`src/rtl/pll_cfg_pkg.sv`:
```
package pll_cfg_pkg;
  localparam int REG_W  = 32;
  localparam int HALF_W = 16;

  localparam int WORD_FB   = 0;
  localparam int WORD_DIV  = 1;
  localparam int WORD_FRAC = 2;
  localparam int WORD_MODE = 3;
  localparam int NUM_WORDS = 4;

  localparam int FB_W   = 12;
  localparam int REF_W  = 6;
  localparam int PD_W   = 3;
  localparam int FRAC_W = 24;
  localparam int MODE_W = 2;

  localparam int PD2_LSB  = 12;
  localparam int PD1_LSB  = 8;
  localparam int MODE_LSB = 8;
  localparam int INT_BIT  = 3;
  localparam int LOCK_BIT = 31;

  localparam logic [HALF_W-1:0] IMPL_FB   = 16'h0FFF;
  localparam logic [HALF_W-1:0] IMPL_DIV  = 16'h773F;
  localparam logic [HALF_W-1:0] IMPL_MODE = 16'h0308;

  typedef enum logic [MODE_W-1:0] {
    MODE_SLOW      = 2'd0,
    MODE_NORMAL    = 2'd1,
    MODE_DEEP_SLOW = 2'd2
  } work_mode_e;

  localparam logic [HALF_W-1:0] RST_MODE_WORD =
    HALF_W'({MODE_SLOW}) << MODE_LSB;
endpackage

```
`src/rtl/pll_masked_half.sv`:
```
module pll_masked_half #(
  parameter int                DATA_W = 32,
  parameter logic [DATA_W/2-1:0] IMPL = '1,
  parameter logic [DATA_W/2-1:0] RST  = '0
) (
  input  logic                  clk,
  input  logic                  rst_n,
  input  logic                  wr_en,
  input  logic [DATA_W-1:0]     wr_word,
  output logic [DATA_W/2-1:0]   q
);
  localparam int HW = DATA_W / 2;

  logic [HW-1:0] bit_en;
  logic [HW-1:0] nxt;

  assign bit_en = wr_word[DATA_W-1:HW];

  always_comb begin
    nxt = ((q & ~bit_en) | (wr_word[HW-1:0] & bit_en)) & IMPL;
  end

  always_ff @(posedge clk or negedge rst_n) begin
    if (!rst_n)     q <= RST & IMPL;
    else if (wr_en) q <= nxt;
  end

  // unmasked bits keep their value across a write
  assert_masked_hold_R2: assert property (@(posedge clk) disable iff (!rst_n)
    wr_en |=> (((q ^ $past(q)) & ~$past(bit_en)) == '0));

  // masked implemented bits follow the written data
  assert_masked_load_R2: assert property (@(posedge clk) disable iff (!rst_n)
    wr_en |=> (((q ^ $past(wr_word[HW-1:0])) & $past(bit_en) & IMPL) == '0));

  // no strobe, no change
  assert_idle_hold_R9: assert property (@(posedge clk) disable iff (!rst_n)
    !wr_en |=> $stable(q));
endmodule

```
`src/rtl/pll_lock_sync.sv`:
```
module pll_lock_sync #(
  parameter int STAGES = 2
) (
  input  logic clk,
  input  logic rst_n,
  input  logic async_in,
  output logic sync_out
);
  logic [STAGES-1:0] chain;

  always_ff @(posedge clk or negedge rst_n) begin
    if (!rst_n) chain <= '0;
    else        chain <= {chain[STAGES-2:0], async_in};
  end

  assign sync_out = chain[STAGES-1];

  // the status bit advances one stage per clock
  assert_lock_shift_R7: assert property (@(posedge clk) disable iff (!rst_n)
    sync_out == $past(chain[STAGES-2]));
endmodule

```
`src/rtl/pll_cfg_bank.sv`:
```
module pll_cfg_bank
  import pll_cfg_pkg::*;
#(
  parameter int ADDR_W      = 4,
  parameter int SYNC_STAGES = 2
) (
  input  logic              clk,
  input  logic              rst_n,
  input  logic [ADDR_W-1:2] bus_addr,
  input  logic              bus_we,
  input  logic [REG_W-1:0]  bus_wdata,
  output logic [REG_W-1:0]  bus_rdata,
  input  logic              pll_lock_in,
  output logic [FB_W-1:0]   cfg_fbdiv,
  output logic [REF_W-1:0]  cfg_refdiv,
  output logic [PD_W-1:0]   cfg_postdiv1,
  output logic [PD_W-1:0]   cfg_postdiv2,
  output logic [FRAC_W-1:0] cfg_frac,
  output logic [MODE_W-1:0] cfg_mode,
  output logic              cfg_int_mode
);
  localparam int WA_W = ADDR_W - 2;

  logic [NUM_WORDS-1:0] word_we;
  logic [HALF_W-1:0]    fb_q, div_q, mode_q;
  logic [FRAC_W-1:0]    frac_q;
  logic                 lock_q;

  for (genvar k = 0; k < NUM_WORDS; k++) begin : g_dec
    assign word_we[k] = bus_we && (bus_addr == WA_W'(k));
  end

  pll_masked_half #(.DATA_W(REG_W), .IMPL(IMPL_FB), .RST('0)) u_fb (
    .clk(clk), .rst_n(rst_n), .wr_en(word_we[WORD_FB]),
    .wr_word(bus_wdata), .q(fb_q));

  pll_masked_half #(.DATA_W(REG_W), .IMPL(IMPL_DIV), .RST('0)) u_div (
    .clk(clk), .rst_n(rst_n), .wr_en(word_we[WORD_DIV]),
    .wr_word(bus_wdata), .q(div_q));

  pll_masked_half #(.DATA_W(REG_W), .IMPL(IMPL_MODE), .RST(RST_MODE_WORD)) u_mode (
    .clk(clk), .rst_n(rst_n), .wr_en(word_we[WORD_MODE]),
    .wr_word(bus_wdata), .q(mode_q));

  always_ff @(posedge clk or negedge rst_n) begin
    if (!rst_n)                  frac_q <= '0;
    else if (word_we[WORD_FRAC]) frac_q <= bus_wdata[FRAC_W-1:0];
  end

  pll_lock_sync #(.STAGES(SYNC_STAGES)) u_lock (
    .clk(clk), .rst_n(rst_n), .async_in(pll_lock_in), .sync_out(lock_q));

  assign cfg_fbdiv    = fb_q[FB_W-1:0];
  assign cfg_refdiv   = div_q[REF_W-1:0];
  assign cfg_postdiv1 = div_q[PD1_LSB +: PD_W];
  assign cfg_postdiv2 = div_q[PD2_LSB +: PD_W];
  assign cfg_frac     = frac_q;
  assign cfg_mode     = mode_q[MODE_LSB +: MODE_W];
  assign cfg_int_mode = mode_q[INT_BIT];

  always_comb begin
    bus_rdata = '0;
    if (bus_addr == WA_W'(WORD_FB))   bus_rdata[HALF_W-1:0] = fb_q;
    if (bus_addr == WA_W'(WORD_DIV))  bus_rdata[HALF_W-1:0] = div_q;
    if (bus_addr == WA_W'(WORD_MODE)) bus_rdata[HALF_W-1:0] = mode_q;
    if (bus_addr == WA_W'(WORD_FRAC)) begin
      bus_rdata[FRAC_W-1:0] = frac_q;
      bus_rdata[LOCK_BIT]   = lock_q;
    end
  end

  // a fraction write takes the low 24 data bits
  assert_frac_load_R5: assert property (@(posedge clk) disable iff (!rst_n)
    word_we[WORD_FRAC] |=> (cfg_frac == $past(bus_wdata[FRAC_W-1:0])));

  // masked words never return data in their upper halfword
  assert_upper_zero_R8: assert property (@(posedge clk) disable iff (!rst_n)
    (bus_addr != WA_W'(WORD_FRAC)) |-> (bus_rdata[REG_W-1:HALF_W] == '0));

  // the lock flag does not move with a bus write alone
  assert_lock_ro_R7: assert property (@(posedge clk) disable iff (!rst_n)
    (word_we[WORD_FRAC] && $stable(pll_lock_in) && ($past(pll_lock_in) == lock_q))
      |=> $stable(lock_q));
endmodule

```
`config.mk`:
```
export PLATFORM = sky130hd
export DESIGN_NAME = pll_cfg_bank
export DESIGN_NICKNAME = d
export VERILOG_FILES = /design/src/rtl/pll_cfg_pkg.sv /design/src/rtl/pll_masked_half.sv /design/src/rtl/pll_lock_sync.sv /design/src/rtl/pll_cfg_bank.sv
export SDC_FILE = /design/constraint.sdc
export NUM_CORES = 1
export LEC_CHECK = 0
export ABC_AREA = 1
export ABC_CLOCK_PERIOD_IN_PS = 1100
export BUFFER_PORTS_ARGS = -buffer_cell sky130_fd_sc_hd__buf_2
export CAP_MARGIN = 20
export CORE_MARGIN = 2
export CORE_UTILIZATION = 42
export DETAILED_ROUTE_END_ITERATION = 12
export HOLD_SLACK_MARGIN = 0.12
export PLACE_DENSITY = 0.76
export SYNTH_ARGS = -nofsm -noshare
export SYNTH_HDL_FRONTEND = slang
export SYNTH_SLANG_ARGS = --single-unit
```
`constraint.sdc`:
```
create_clock -name clk -period 1.1 [get_ports clk]
set_input_delay 0.22 -clock clk [delete_from_list [all_inputs] [get_ports clk]]
set_output_delay 0.22 -clock clk [all_outputs]
set_load 0.03 [all_outputs]
```
==> key figures, run 1 <==
Synth
  • Seq/Total Area, Yosys: 49.5%
  • Synth area leader: dfrtp_1
  • Post-synthesis cell count: 351
  • Mean Syn Cell Area: 7.64 sq um
  • Post-synth cell types: 15
  • Main area contributors after synthesis: dfrtp_1 (49%), nand2_1 (23%), nand4_1 (9.8%), nand3_1 (5.6%), buf_4 (3.1%)
  • Cell Area, Synth: 2680 sq um
  • Post-synth top area share: 49.5%
  • Synth Warn #: 0
  • Number of synthesized register bits: 53

STA
  • Fmax: 0.756 GHz
  • Min Tclk post-route: 1320 ps
  • Worst setup margin: -224 ps
  • Max-slew violations: 0
  • Endpoints failing setup: 75
  • Setup tns final: -7960 ps
  • Final hold vios: 0
  • Final period utilization: 120%
  • Worst Skew: 0.0377 ps
  • RSZ-0062 raised after global routing: true

Clock network
  • Root Buffer: clkbuf_8
  • Cts bufs inserted: 5
  • Worst skew pair latency: 300 ps
  • H-tree depth: 2
  • CTS tree: built
  • Clk slew on worst S/H paths: 100 ps
  • Max Buffers Root-to-Sink: 2
  • CTS sink count: 53

Global route
  • Total track usage: 27.2%
  • Initial antenna violation count: 0
  • GR Overflow Total: 0
  • Vias in the first global route: 3138
  • Pin count of the biggest net entering global routing: 54
  • First-pass GRT wire length: 15400 um

Final layout
  • Ant diodes: 0
  • # fillers: 375
  • Multi-input gate area: 1410 sq um
  • FF/Latch Area: 1330 sq um
  • Fraction of layout cells with a size suffix above 1: 50.8%
  • Area Overhead vs Synth: 88.9%
  • Final net count: 580

Route
  • WL final: 10100 um
  • Drt drc: 0
  • WL per Instance: 16.3 um
  • Drt first pass iters: 4
  • Vias/cell: 5.30
  • Post-route ant nets: 0
  • Vias: 3285
  • Iteration-0 DRC Markers: 221

Flow run
  • Max-cap violation count: 0

Power
  • Power, Total: 7630 uW
  • PD cells: 1510 nW/um^2
  • Pleak: 0.00263 uW
  • Max rail drop VDD: 0.951 mV

Worst setup path
  • R2R cell count: 5
  • Critical Path Sink: bus_rdata[9]
  • R2R Setup Slk: 120 ps
  • CP startpoint kind: flop
  • Worst EP required: 880 ps
  • Crit Path Category: reg -> out
  • CP arrival: 1100 ps
  • R2r startpoint: cfg_frac[22]
  • CP max FO: 2
  • Critical Path End Type: output port
  • Worst R2R End: cfg_frac[22]

Floorplan
  • I/O pin count: 121
  • Initial Util: 42.7%
  • Die height: 83.9 um
  • Die ar.: 7040 sq um
  • Core Region: 6280 sq um
  • Rows: 29
  • Die Width: 83.9 um

Run status
  • Failing checks: setup timing
  • Status: complete, but fails checks

Placed design
  • HPWL after DPL: 5650 um
  • Final estimated routing congestion in global placement: 0.791
  • Port Buf Inserts: 112

Hold path
  • Hold Startpoint: bus_wdata[15]
  • Hold Path Class: in -> reg
[cell usage after synthesis, drive strengths merged]
| cell type | number |
|---|---|
| nand4 | 42 |
| nand2 | 168 |
| dfrtp | 53 |
| conb | 1 |
| clkbuf | 2 |
| nand3 | 30 |
| inv | 14 |
| buf | 27 |
| nor2 | 14 |
[placed cells by master, fill, tap and decap left out, drive strengths merged]
cell	Yosys	layout
buf	27	204
nand2	168	168
dfrtp	53	53
nand4	42	42
nand3	30	30
nor2	14	14
inv	14	14
conb	1	7
clkbuf	2	6
dlygate4sd3	0	3
clkinv	0	2
[per-stage QoR]
stage | cells | cell area, sq um | util [%] | hold WS [ps] | setup slack (ps)
6_report | 620 | 5060 | 80.7 | 131 | -224
5_1_grt | 620 | 5060 | 80.7 | 127 | -269
4_1_cts | 588 | 4670 | 74.4 | 120 | -204
3_5_place_dp | 542 | 3660 | 58.3 | 233 | -232
3_3_place_gp | 542 | 3660 | 58.3 | 233 | -219
2_1_floorplan | 357 | 2940 | - | -75.6 | -65.9
[logic make-up after synthesis]
family        after synthesis  share of synthesized area (%)
simple gates              254                           41.6
flops                      53                           49.5
buf+inv                    43                           8.73
other cells                 1                          0.140
[layer usage]
metal | global-route usage, % | share of wire [%]
met5 | 0 | 0
met2 | 49.5 | 56
met3 | 3.96 | 6.2
met4 | 8.21 | 2.1
met1 | 33.2 | 36
[worst max-delay path, cell delays in order, from the launching register on]
cell and delay [ps]:
dfrtp_1 400, nand3_1 90, nand4_1 130, buf_6 170
[report_power, final]
| group | total (uW) | leakage (uW) | switching (uW) | internal [uW] |
|---|---|---|---|---|
| sequential | 2630 | 0.000662 | 352 | 2280 |
| combinational | 3830 | 0.00192 | 1970 | 1860 |
| clock | 1170 | 0.0000512 | 662 | 512 |
| total | 7630 | 0.00263 | 2980 | 4650 |
[timing repair]
| action | 4_1_cts | 5_1_grt |
|---|---|---|
| endpoints found under the setup margin | 76 | 76 |
| hold endpoints to repair | 55 | 0 |
| hold buffers | 3 | 0 |
| setup buffers | 34 | 34 |
| pin swaps | 26 | 30 |
| gates resized for setup | 198 | 46 |
| gates cloned | 1 | 0 |
[worst min path at each step]
stage / end / cells after the start
floorplan: asynchronous set/reset pin / 0
global placement: cfg_frac[12] / 2
detailed placement: cfg_frac[10] / 2
CTS: cfg_frac[15] / 3
global route: cfg_frac[15] / 3
finish: cfg_frac[15] / 3
[area by class of cell]
type                            count  share of cell area (%)
Multi-Input combinational cell    261                    27.8
Inverter                           14                    1.19
Clock inverter                      2                   0.272
Sequential cell                    53                    26.2
Clock buffer                        6                    1.63
Tap cell                           77                    1.90
Timing Repair Buffer              207                    41.0
Power figures use the tool's default switching activity.
==> inputs of run 2 (changes only) <==
- CORE_ASPECT_RATIO: default -> 1.1
==> run 2 against run 1 <==
The run still ends with setup timing left. Critical endpoint is now bus_rdata[23]. Count of clock-buffer cells in the layout fell by 1. Final cell count is 0.65% lower. Register-to-register slack about the same. Worst hold slack improved by 1.6 ps. Non-clock buffer count shrank 7. Clock power down 3%. Via count rose by 7.7%. First-iteration DRC count up 120%. Largest cell class unchanged.
==> key figures, run 2 (synthesis gave the netlist of run 1 again) <==
STA
  • Worst Skew: 0.210 ps (+0.172 ps)
  • Endpoints failing setup: 72 (-4.0%)
  • Final hold vios: 0 (unchanged)
  • Fmax: 0.748 GHz (-1.0%)
  • Min Tclk post-route: 1340 ps (+13.6 ps)
  • Max-slew violations: 0 (unchanged)
  • Final period utilization: 122% (+1.2 points)
  • Worst setup margin: -237 ps (-13.6 ps)
  • RSZ-0062 raised after global routing: true

Power
  • Power, Total: 7610 uW (-0.29%)
  • P_sw: 3100 uW (+4.1%)
  • Max rail drop VDD: 0.916 mV (-3.8%)
  • PD cells: 1560 nW/um^2 (+3.3%)
  • Switching Fraction: 40.8% (+1.7 points)
  • Pleak: 0.00254 uW (-3.5%)
  • Clk pwr share: 14.8% (-0.6 points)
  • Gate power share: 50.4% (+0.2 points)
  • P_int: 4510 uW (-3.1%)
  • Seq pwr share: 34.8% (+0.3 points)

Floorplan
  • Die ar.: 7040 sq um (about the same)
  • Core Region: 6160 sq um (-1.9%)
  • Initial Util: 43.5% (+0.84 points)
  • Die height: 87.8 um (+4.6%)
  • Die Width: 80.2 um (-4.4%)
  • I/O pin count: 121 (unchanged)
  • Rows: 30 (+3.4%)

Worst setup path
  • CP startpoint kind: flop
  • Worst EP required: 880 ps (about the same)
  • Critical Path End Type: output port
  • Max stage delay cell, worst path: dfrtp_1
  • CP max FO: 3 (+1)
  • Crit Path Category: reg -> out
  • Crit-path cells: inv_2 -> nor2_4 -> buf_6
  • CP peak stage delay: 460 ps (+60 ps)
  • CP arrival: 1120 ps (+20 ps)

Global route
  • Most used routing layer: met2
  • Vias in the first global route: 3320 (+5.8%)
  • Pin count of the biggest net entering global routing: 54 (unchanged)
  • GR Overflow Total: 0 (unchanged)
  • First-pass GRT wire length: 15800 um (+2.5%)
  • Met2 Use GR: 52.7% (+3.1 points)
  • Initial antenna violation count: 0 (unchanged)
  • Met1 Use GR: 32.6% (-0.59 points)
  • Met3 Use GR: 6.29% (+2.3 points)
  • Total track usage: 29.0% (+1.8 points)

Clock network
  • H-tree depth: 2 (unchanged)
  • Worst skew pair latency: 300 ps (about the same)
  • Max Buffers Root-to-Sink: 2 (unchanged)
  • CTS sink count: 53 (unchanged)
  • Root Buffer: clkbuf_8
  • Cts bufs inserted: 5 (unchanged)
  • CTS tree: built
  • Clk slew on worst S/H paths: 110 ps (about the same)

Route
  • Vias: 3538 (+7.7%)
  • Drt first pass iters: 6 (+2)
  • Iteration-0 DRC Markers: 486 (+120%)
  • Drt drc: 0 (unchanged)
  • Vias/cell: 5.74 (+8.4%)
  • WL final: 12100 um (+20%)
  • WL per Instance: 19.6 um (+20%)
  • Post-route ant nets: 0 (unchanged)

Flow run
  • Max-cap violation count: 0 (unchanged)

Final layout
  • Post-route cell area: 4890 sq um (-3.5%)
  • Ant diodes: 0 (unchanged)
  • Fraction of layout cells with a size suffix above 1: 50.2% (-0.64 points)
  • Most frequent cells in the layout: nand2_1 (138), buf_6 (110), dfrtp_1 (53), buf_4 (45), nand4_1 (42)
  • Area Overhead vs Synth: 82.4%
  • # fillers: 349 (-6.9%)
  • Commonest non-fill, non-tap cell in the layout: nand2_1
  • Final net count: 573 (-1.2%)
  • Final cell count without fillers: 616 (-0.65%)

Hold path
  • Hold Path Class: in -> reg

Run status
  • Failing checks: setup timing
  • Status: complete, but fails checks

Placed design
  • Dpl ws: -267 ps (-34.7 ps)
  • Final estimated routing congestion in global placement: 0.844 (+6.6%)
  • Post-Place Cell Area: 3620 sq um (-1.2%)
  • Placed Cells: 544 (+0.37%)
  • HPWL after DPL: 5930 um (+4.9%)
  • Port Buf Inserts: 112 (unchanged)
==> run 2: cell types whose count changed in the layout (fill, tap and decap cells not counted), moves of 2 or more <==
cell / delta
nand2_2: -2
buf_6: -8
nand2_1: +2
inv_2: +2
buf_4: +5
clkinvlp_4: +3
buf_12: -5
==> run 2: power by group through the flow <==
stage               clock (uW)  sequential, uW  combinational [uW]
floorplan                    0            3200                 902
global placement             0            2580                2250
detailed placement           0            2590                2300
CTS                       1130            2580                3450
global route              1200            2670                4000
finish                    1130            2650                3830
==> run 2: cell type report <==
cell class                 instances  area [sq um]  area share (%)
tap                               80           100            2.05
clock inverter                     3          22.5           0.461
clock buffer                       5          68.8            1.41
sequential                        53          1330            27.1
multi-input combinational        261          1410            28.8
timing repair buffer             200          1910            39.1
inverter                          14          52.6            1.08
==> run 2: worst paths after layout <==
check	start	endpoint	slack [ps]	cells past startpoint
worst max-delay path	cfg_frac[23]	bus_rdata[23]	-240	3
worst min-delay path	bus_wdata[11]	cfg_frac[11]	130	3
worst max register to register	cfg_frac[10]	cfg_frac[10]	130	5
worst min register to register	u_lock.chain[0]	u_lock.chain[1]	400	0
max in group asynchronous	rst_n	asynchronous set/reset pin	390	3
min in group asynchronous	rst_n	u_lock.chain[0]	450	3
==> run 2: critical path: cells and delay by family (launching register included) <==
family / cells / cell delay (ps)
simple gates: 1 / 130
flops: 1 / 460
buf+inv: 2 / 220
==> run 2: repair_timing <==
| action | in CTS | in global routing |
|---|---|---|
| pin swaps | 35 | 11 |
| buffers inserted | 43 | 18 |
| hold buffers | 2 | 1 |
| hold endpoints to repair | 54 | 1 |
| cloned | 0 | 0 |
| gates resized for setup | 206 | 21 |
| endpoints found under the setup margin | 76 | 76 |
==> run 2: per-layer routing <==
layer  vias up  routed length [um]
met1      1663                3930
met4         0                 561
met3        79                1160
met2       303                6430
li1       1493                   -
met5         -                   0
==> run 2: stage by stage <==
step	hold slack, ps	utilization (%)	TNS, ps
after floorplan	-75.6	-	-427
after global placement	239	58.8	-8460
after detailed placement	235	58.8	-10210
after CTS	124	75.8	-6520
after global routing	137	79.4	-10830
final	133	79.4	-9000
==> inputs of run 3 (changes only) <==
- REMOVE_ABC_BUFFERS: default -> 1
==> run 3 against run 2 <==
Critical path depth stayed put. Highest routed layer unchanged. The run still ends with setup timing left. Setup slack worse by 13 ps. Register-to-register slack better by 90 ps. Clock power hardly changed. Fmax is 0.96% lower. Non-clock buffer count is 2 lower. Sequential power is 2% lower. Worst hold slack better by 15 ps. Global-route usage is 3.8 points lower. Critical endpoint is now bus_rdata[9]. Design area is 3.7% lower.
==> key figures, run 3 (synthesis gave the netlist of run 1 again) <==
Run status
  • Status: complete, but fails checks
  • Failing checks: setup timing

Route
  • WL per Instance: 16.1 um (-18%)
  • Vias/cell: 5.28 (-8.1%)
  • Vias: 3237 (-8.5%)
  • Drt drc: 0 (unchanged)
  • WL final: 9840 um (-18%)
  • Post-route ant nets: 0 (unchanged)
  • Drt first pass iters: 5 (-1)
  • Iteration-0 DRC Markers: 205 (-58%)

Final layout
  • Area Overhead vs Synth: 75.6%
  • Final net count: 571 (-0.35%)
  • Fraction of layout cells with a size suffix above 1: 42.4% (-7.8 points)
  • Most frequent cells in the layout: nand2_1 (162), buf_6 (103), dfrtp_1 (53), buf_4 (50), nand4_1 (42)
  • Commonest non-fill, non-tap cell in the layout: nand2_1
  • Post-route cell area: 4710 sq um (-3.7%)
  • Ant diodes: 0 (unchanged)

Global route
  • Vias in the first global route: 2946 (-11%)
  • First-pass GRT wire length: 13900 um (-12%)
  • Initial antenna violation count: 0 (unchanged)
  • Pin count of the biggest net entering global routing: 54 (unchanged)
  • Total track usage: 25.2% (-3.8 points)
  • GR Overflow Total: 0 (unchanged)

Power
  • PD cells: 1530 nW/um^2 (-1.5%)
  • Power, Total: 7220 uW (-5.2%)
  • Max rail drop VDD: 0.941 mV (+2.8%)
  • P_sw: 2770 uW (-11%)
  • Pleak: 0.00252 uW (-0.89%)
  • Gate power share: 48.7% (-1.7 points)
  • Seq pwr share: 36.0% (+1.2 points)
  • Clk pwr share: 15.3% (+0.5 points)
  • P_int: 4450 uW (-1.3%)
  • Switching Fraction: 38.4% (-2.4 points)

Placed design
  • Post-Place Cell Area: 3430 sq um (-5.1%)
  • Dpl ws: -295 ps (-27.9 ps)
  • HPWL after DPL: 5520 um (-6.9%)
  • Final estimated routing congestion in global placement: 0.793 (-6.1%)
  • Port Buf Inserts: 112 (unchanged)

Clock network
  • CTS tree: built
  • CTS sink count: 53 (unchanged)
  • H-tree depth: 2 (unchanged)
  • Root Buffer: clkbuf_8
  • Clk slew on worst S/H paths: 90 ps (-20 ps)
  • Worst skew pair latency: 290 ps (about the same)
  • Max Buffers Root-to-Sink: 2 (unchanged)
  • Cts bufs inserted: 5 (unchanged)

Worst setup path
  • CP startpoint kind: flop
  • Critical Path End Type: output port
  • CP arrival: 1130 ps (about the same)
  • Worst EP required: 880 ps (about the same)
  • CP max FO: 2 (-1)
  • Worst R2R End: cfg_frac[9]
  • R2r startpoint: cfg_frac[9]
  • R2R cell count: 4 (-1)
  • Crit Path Category: reg -> out
  • R2R Setup Slk: 220 ps (+90 ps)

STA
  • Worst Skew: 0.127 ps (-0.0827 ps)
  • Final hold vios: 0 (unchanged)
  • Max-slew violations: 0 (unchanged)
  • Endpoints failing setup: 57 (-21%)
  • Hold slack: 148 ps (+14.6 ps)
  • Min Tclk post-route: 1350 ps (+13.0 ps)
  • Final period utilization: 123% (+1.2 points)
  • Fmax: 0.741 GHz (-0.96%)
  • RSZ-0062 raised after global routing: true
  • Worst setup margin: -250 ps (-13.0 ps)
  • Setup tns final: -6350 ps (+2650 ps)

Floorplan
  • Initial Util: 43.5% (unchanged)
  • Die ar.: 7040 sq um (unchanged)
  • Die Width: 80.2 um (unchanged)
  • Rows: 30 (unchanged)
  • Core Region: 6160 sq um (unchanged)
  • Die height: 87.8 um (unchanged)
  • I/O pin count: 121 (unchanged)

Hold path
  • Hold Path Class: in -> reg
  • Worst Hold Endpoint: cfg_frac[11]
  • Hold depth: 3 (unchanged)
  • Hold Startpoint: bus_wdata[11]

Flow run
  • Max-cap violation count: 0 (unchanged)
## run 3: cell count changes in the layout (fill, tap and decap cells not counted), moves of 5 or more
cell	before	now
buf_4	45	50
buf_6	110	103
inv_1	1	10
inv_2	13	2
nand2_1	138	162
nand2_2	23	5
nand2_4	7	0
nand3_4	5	0
nor2_1	1	6
nor2_4	13	5
## run 3: area by class of cell
cell class | count | area (sq um)
inverter | 14 | 67.6
sequential | 53 | 1330
clock buffer | 7 | 86.3
multi-input combinational | 261 | 1230
tap | 80 | 100
timing repair buffer | 198 | 1900
fill | 420 | 1450
## run 3: worst max path at each step
stage / to / depth (start not counted) / slack (ps) / startpoint
detailed placement: bus_rdata[2] / 7 / -290 / bus_addr[2]
finish: bus_rdata[9] / 3 / -250 / flop
global placement: bus_rdata[2] / 7 / -240 / bus_addr[2]
global route: bus_rdata[9] / 3 / -270 / flop
CTS: bus_rdata[3] / 3 / -180 / flop
floorplan: bus_rdata[0] / 4 / -420 / bus_addr[2]
## run 3: worst max-delay path, cell delays in order, from the launching register on
cell     delay (ps)
dfrtp_1         420
nand3_2         100
nand4_1         150
buf_6           170
## run 3: what timing repair did
item	CTS	global route
hold buffers	2	0
gates resized for setup	158	62
buffers inserted	18	41
endpoints found under the setup margin	76	76
gates cloned	1	1
hold endpoints to repair	54	0
pin swaps	15	20
## run 3: stage by stage
step / utilization, % / cells
final: 76.5 / 613
after global placement: 55.8 / 545
after floorplan: - / 328
after detailed placement: 55.8 / 545
after global routing: 76.5 / 613
after CTS: 67.7 / 573
## run 3: power groups by stage
stage	registers, uW	clock network (uW)	logic (uW)
4_1_cts	2580	1140	2870
2_1_floorplan	3200	0	675
5_1_grt	2630	1220	3720
3_3_place_gp	2570	0	2130
3_5_place_dp	2580	0	2170
6_report	2600	1100	3510
## run 3: per-layer routing
metal / vias to the layer above / part of all wire [%] / track usage, %
met4: 0 / 1.5 / 6.47
met1: 1571 / 39 / 30.9
met5: - / 0 / 0
met2: 157 / 53 / 44.8
met3: 21 / 6.4 / 5.57
li1: 1488 / - / -
